### config.mk
export PLATFORM = sky130hd
export DESIGN_NAME = bringup_seq
export DESIGN_NICKNAME = d
export VERILOG_FILES = /design/src/rtl/bup_pkg.sv /design/src/rtl/bup_timer.sv /design/src/rtl/bup_fsm.sv /design/src/rtl/bringup_seq.sv
export SDC_FILE = /design/constraint.sdc
export NUM_CORES = 1
export LEC_CHECK = 0
export CAP_MARGIN = 20
export CORE_MARGIN = 2
export CORE_UTILIZATION = 51
export CTS_BUF_LIST = sky130_fd_sc_hd__clkbuf_8
export DETAILED_ROUTE_END_ITERATION = 6
export DONT_BUFFER_PORTS = 1
export PLACE_DENSITY_LB_ADDON = 0.2
export SLEW_MARGIN = 30
export SYNTH_ARGS = -nofsm -noshare
export SYNTH_HDL_FRONTEND = slang
export SYNTH_SLANG_ARGS = --single-unit
### constraint.sdc
create_clock -name clk -period 2.8 [get_ports clk]
set_input_delay 0.7 -clock clk [delete_from_list [all_inputs] [get_ports clk]]
set_output_delay 0.7 -clock clk [all_outputs]
set_load 0.005 [all_outputs]
### src/rtl/bup_pkg.sv
package bup_pkg;

    localparam int unsigned LSW = 6;

    typedef enum logic [3:0] {
        S_IDLE,
        S_FORCE,
        S_DISABLE,
        S_ASSERT,
        S_PWRUP,
        S_WPD,
        S_WSET,
        S_WEP,
        S_READY
    } state_t;

    typedef struct packed {
        logic           phy_pd;
        logic           refclk_en;
        logic           train_en;
        logic           force_link;
        logic [LSW-1:0] link_state;
        logic           ep_rel;
        logic           ready;
    } ctrl_t;

    function automatic logic left_active(input ctrl_t c);
        return c.refclk_en & c.train_en;
    endfunction

    function automatic int unsigned max3(input int unsigned a, input int unsigned b,
                                         input int unsigned c);
        int unsigned m;
        m = (a > b) ? a : b;
        return (m > c) ? m : c;
    endfunction

endpackage

### src/rtl/bup_timer.sv
module bup_timer #(
    parameter int unsigned CW = 8
) (
    input  logic          clk,
    input  logic          rst,
    input  logic          load,
    input  logic [CW-1:0] load_val,
    output logic          zero
);
    logic [CW-1:0] cnt;

    always_ff @(posedge clk) begin
        if (rst) begin
            cnt <= '0;
        end else if (load) begin
            cnt <= load_val;
        end else if (cnt != '0) begin
            cnt <= cnt - 1'b1;
        end
    end

    assign zero = (cnt == '0);
endmodule

### src/rtl/bup_fsm.sv
module bup_fsm
    import bup_pkg::*;
#(
    parameter bit             HAS_EP  = 1'b1,
    parameter int unsigned    CW      = 8,
    parameter logic [CW-1:0]  LD_PD   = '0,
    parameter logic [CW-1:0]  LD_SET  = '0,
    parameter logic [CW-1:0]  LD_EP   = '0,
    parameter logic [LSW-1:0] LS_INIT = '0
) (
    input  logic          clk,
    input  logic          rst,
    input  logic          start,
    input  logic          shutdown,
    input  logic          boot_refclk_on,
    input  logic          boot_train_on,
    input  logic          tmr_zero,
    output logic          tmr_load,
    output logic [CW-1:0] tmr_val,
    output ctrl_t         ctrl
);
    state_t st;
    logic   shut_req;

    always_comb begin
        tmr_load = 1'b0;
        tmr_val  = '0;
        case (st)
            S_PWRUP: begin
                tmr_load = 1'b1;
                tmr_val  = LD_PD;
            end
            S_WPD: if (tmr_zero) begin
                tmr_load = 1'b1;
                tmr_val  = LD_SET;
            end
            S_WSET: if (tmr_zero && HAS_EP) begin
                tmr_load = 1'b1;
                tmr_val  = LD_EP;
            end
            default: ;
        endcase
    end

    always_ff @(posedge clk) begin
        if (rst) begin
            st                <= S_IDLE;
            shut_req          <= 1'b0;
            ctrl.phy_pd       <= 1'b0;
            ctrl.refclk_en    <= boot_refclk_on;
            ctrl.train_en     <= boot_train_on;
            ctrl.force_link   <= 1'b0;
            ctrl.link_state   <= LS_INIT;
            ctrl.ep_rel       <= 1'b0;
            ctrl.ready        <= 1'b0;
        end else begin
            case (st)
                S_IDLE: if (start || shutdown) begin
                    shut_req <= shutdown;
                    st       <= left_active(ctrl) ? S_FORCE : S_ASSERT;
                end
                S_READY: if (shutdown) begin
                    ctrl.ready <= 1'b0;
                    shut_req   <= 1'b1;
                    st         <= left_active(ctrl) ? S_FORCE : S_ASSERT;
                end
                S_FORCE: begin
                    ctrl.force_link <= 1'b1;
                    ctrl.link_state <= '0;
                    st              <= S_DISABLE;
                end
                S_DISABLE: begin
                    ctrl.train_en <= 1'b0;
                    st            <= S_ASSERT;
                end
                S_ASSERT: begin
                    ctrl.phy_pd    <= 1'b1;
                    ctrl.refclk_en <= 1'b0;
                    st             <= shut_req ? S_IDLE : S_PWRUP;
                end
                S_PWRUP: begin
                    ctrl.phy_pd     <= 1'b0;
                    ctrl.force_link <= 1'b0;
                    st              <= S_WPD;
                end
                S_WPD: if (tmr_zero) begin
                    ctrl.refclk_en <= 1'b1;
                    st             <= S_WSET;
                end
                S_WSET: if (tmr_zero) begin
                    if (HAS_EP) begin
                        ctrl.ep_rel <= 1'b0;
                        st          <= S_WEP;
                    end else begin
                        ctrl.ready    <= 1'b1;
                        ctrl.train_en <= 1'b1;
                        st            <= S_READY;
                    end
                end
                S_WEP: if (tmr_zero) begin
                    ctrl.ep_rel   <= 1'b1;
                    ctrl.ready    <= 1'b1;
                    ctrl.train_en <= 1'b1;
                    st            <= S_READY;
                end
                default: st <= S_IDLE;
            endcase
        end
    end
endmodule

### src/rtl/bringup_seq.sv
module bringup_seq
    import bup_pkg::*;
#(
    parameter int unsigned    PD_WAIT_CYC     = 1000,
    parameter int unsigned    SETTLE_CYC      = 20000,
    parameter int unsigned    EPRST_CYC       = 10000000,
    parameter bit             HAS_EP          = 1'b1,
    parameter logic [LSW-1:0] LINK_STATE_INIT = 6'h11
) (
    input  logic           clk,
    input  logic           rst,
    input  logic           start,
    input  logic           shutdown,
    input  logic           boot_refclk_on,
    input  logic           boot_train_on,
    output logic           phy_pd,
    output logic           refclk_en,
    output logic           train_en,
    output logic           force_link,
    output logic [LSW-1:0] link_state,
    output logic           ep_rst_n,
    output logic           ready
);
    localparam int unsigned MAXC = max3(PD_WAIT_CYC, SETTLE_CYC, EPRST_CYC);
    localparam int unsigned CW   = $clog2(MAXC + 1);
    localparam logic [CW-1:0] LD_PD  = CW'(PD_WAIT_CYC - 1);
    localparam logic [CW-1:0] LD_SET = CW'(SETTLE_CYC - 1);
    localparam logic [CW-1:0] LD_EP  = CW'(EPRST_CYC - 1);

    logic          tmr_load;
    logic          tmr_zero;
    logic [CW-1:0] tmr_val;
    ctrl_t         ctrl;

    bup_timer #(.CW(CW)) u_timer (
        .clk      (clk),
        .rst      (rst),
        .load     (tmr_load),
        .load_val (tmr_val),
        .zero     (tmr_zero)
    );

    bup_fsm #(
        .HAS_EP  (HAS_EP),
        .CW      (CW),
        .LD_PD   (LD_PD),
        .LD_SET  (LD_SET),
        .LD_EP   (LD_EP),
        .LS_INIT (LINK_STATE_INIT)
    ) u_fsm (
        .clk            (clk),
        .rst            (rst),
        .start          (start),
        .shutdown       (shutdown),
        .boot_refclk_on (boot_refclk_on),
        .boot_train_on  (boot_train_on),
        .tmr_zero       (tmr_zero),
        .tmr_load       (tmr_load),
        .tmr_val        (tmr_val),
        .ctrl           (ctrl)
    );

    assign phy_pd     = ctrl.phy_pd;
    assign refclk_en  = ctrl.refclk_en;
    assign train_en   = ctrl.train_en;
    assign force_link = ctrl.force_link;
    assign link_state = ctrl.link_state;
    assign ready      = ctrl.ready;

    generate
        if (HAS_EP) begin : g_ep
            assign ep_rst_n = ctrl.ep_rel;
        end else begin : g_no_ep
            assign ep_rst_n = 1'b1;
        end
    endgenerate
endmodule

==> results.txt <==
H-tree levels: 2
Synth async-reset ratio: 0
worst-skew pair later-pin latency: 0.29 ns
Area Overhead vs Synth: 9.14%
FF-to-FF path depth: 8
Synth Register Bits: 36
CTS Hold Buffers Added: 0
post-CTS sizing: 0
initial antenna violation count: 0
max_cap viols: 0
DP Area: 0.00202 mm²
Max VDD drop: 0.000532 V
CTS tree: yes
startpoint types: flop
largest area contributor in the netlist: dfxtp_1
Die X: 66.2 µm
total number of vias: 1718
Sink Count: 36
setup TNS: 0 ns
number of flops mapped to enable cells by yosys: 2
Remaining Overflow, GRT: 0
Sw Ratio: 0.406
first-pass GRT wire length: 7400 µm
antenna viol nets, final: 0
top-count cell post-synth: dfxtp_1
PortBufs: 0
TritonRoute pass-1 iters: 4
nets: 250
final wirelength: 4340 µm
cells after synthesis: 240
share of cells above drive strength 1: 0.132
final hold vios: 0
wire length per cell: 14.9 µm
Area contributors post-synth: dfxtp_1 35%, a21oi_1 6.6%, o21ai_0 4.3%, nand2_1 3.8%, or4_1 3.4%
chip height: 66.2 µm
Crit Path Max Fanout: 7
Syn Area/Cell: 8.21 µm²
DP HPWL: 3030 µm
ys flop type: dfxtp_1
Cell Area, Synth: 0.00197 mm²
unrepaired setup endpoints after global routing: no
Overall Global Routing Usage: 0.228
Synthesis Warnings: 0
Final Cycle Share: 0.876
Starting Density: 0.534
final worst-path setup slack: 0.347 ns
register area share after synthesis: 0.376
Setup Buffers After CTS: 0
Clock Tree Buf Depth: 2
Worst Max-Slew Pin Slew: 0.544 ns
Netlist cell types: 50
worst slack, placed: 0.352 ns
Placer Congestion: 0.840
Remaining DRCs: 0
n_diodes: 0
Psw: 1.06 mW
total power: 2.61 mW
Clk pwr share: 0.195
Logic pwr share: 0.486
largest net degree at the start of global routing: 25
drt initial violations: 86
Hold Crit Class: in -> reg
WS Path Type: reg -> reg
Worst Path Arrival: 2.63 ns
Die ar.: 0.00438 mm²
Worst slew margin: 0.635
crit path capture type: flop
Setup-failing EPs final: 0
Hold Crit Depth: 1
CP required: 2.98 ns
final-report max-slew violation count: 0
Design Area, Final: 0.00215 mm²
clk slew on worst S/H paths: 0.08 ns
cell leakage power: 0.802 nW
Internal: 1.55 mW
power per cell area: 1210 mW/mm²
part of the power in registers: 0.319
number of global-route vias before repair: 1554
Synth top area share: 0.345
I/O pin count: 18
fin crit period: 2.45 ns
Post-synth top cells: 34 x dfxtp_1, 26 x a21oi_1, 20 x nand2_1
Fmax: 408 MHz
# rows: 22
Final Util: 0.583
clk root buf: clkbuf_8
cts bufs inserted: 5
clk_skew: 0.00484 ns
status: finished, final reports clean
core area: 0.00369 mm²
DR vias/cell: 5.90
## state kept, by name (all words and copies together) (netlist names)
signal / count
u_fsm.ctrl: 7
u_fsm.st: 4
u_fsm.shut_req: 1
u_timer.cnt: 24
## final timing paths
check / startpoint / endpoint / slack, ns
worst max-delay path: u_timer.cnt[0] / u_timer.cnt[13] / 0.35
worst min-delay path: rst / u_fsm.ctrl[11] / 0.46
worst max register to register: u_timer.cnt[0] / u_timer.cnt[13] / 0.35
worst min register to register: u_fsm.ctrl[0] / u_fsm.ctrl[0] / 0.47
## logic make-up (layout without fill, tap and decap cells)
logic type,count (synthesis),in the layout,synth area share
flops,36,36,0.376
fa+ha+maj,2,2,0.0127
xor+xnor,13,13,0.0578
other cells,1,4,0.00190
buf+inv,24,24,0.0603
mux,2,2,0.0108
compound gates,71,71,0.221
simple gates,91,91,0.260
## final cells by class
class / count / area [µm²]
Multi-Input combinational cell: 183 / 1120
Sequential cell: 36 / 741
Inverter: 5 / 18.8
Clock inverter: 1 / 30.0
Tap cell: 48 / 60.1
Timing Repair Buffer: 11 / 82.6
Fill cell: 346 / 1540
Clock buffer: 7 / 96.3
## power groups by stage
stage	combinational [mW]	clock, mW	sequential [mW]
after floorplan	0.989	0	0.797
after global placement	1.26	0	0.838
after detailed placement	1.26	0	0.840
after CTS	1.27	0.516	0.829
after global routing	1.45	0.537	0.859
final	1.27	0.510	0.832
## worst max-delay path, cell delays in order, from the launching register on
cell and delay [ns]:
dfxtp_1 0.33, inv_1 0.09, ha_1 0.15, or4b_1 0.43
or4_1 0.44, buf_4 0.19, o32ai_2 0.35, a21o_1 0.30
a21oi_1 0.07
## metal layers
metal  up-vias  GRT usage  share of wire
li1        876          -              -
met1       812      0.310           0.51
met2        26      0.341           0.44
met3         4     0.0613          0.039
met4         0     0.0918          0.018
met5         -          0              0
## cell usage in the layout (no fill, tap or decap), types with 3 or more instances in the layout
cell | netlist | routed
clkbuf_8 | 0 | 7
inv_1 | 5 | 5
nor2_1 | 17 | 17
or2_2 | 3 | 3
nand2_1 | 20 | 20
xnor2_1 | 6 | 6
dfxtp_1 | 34 | 34
o21ai_0 | 17 | 17
xor2_1 | 7 | 7
a31oi_1 | 3 | 3
nor4_1 | 4 | 4
conb_1 | 1 | 4
buf_4 | 5 | 11
o21ai_1 | 3 | 3
or3_1 | 9 | 9
or4_1 | 9 | 9
nor2b_1 | 5 | 5
nor3_1 | 8 | 8
o31ai_1 | 7 | 7
a21oi_1 | 26 | 26
## per-stage QoR
stage	instances	hold WS (ns)
finish	291	0.462
global route	291	0.453
CTS	291	0.455
detailed placement	283	0.466
global placement	283	0.468
floorplan	243	0.450
Note: power is estimated with default switching activity, not from simulation.
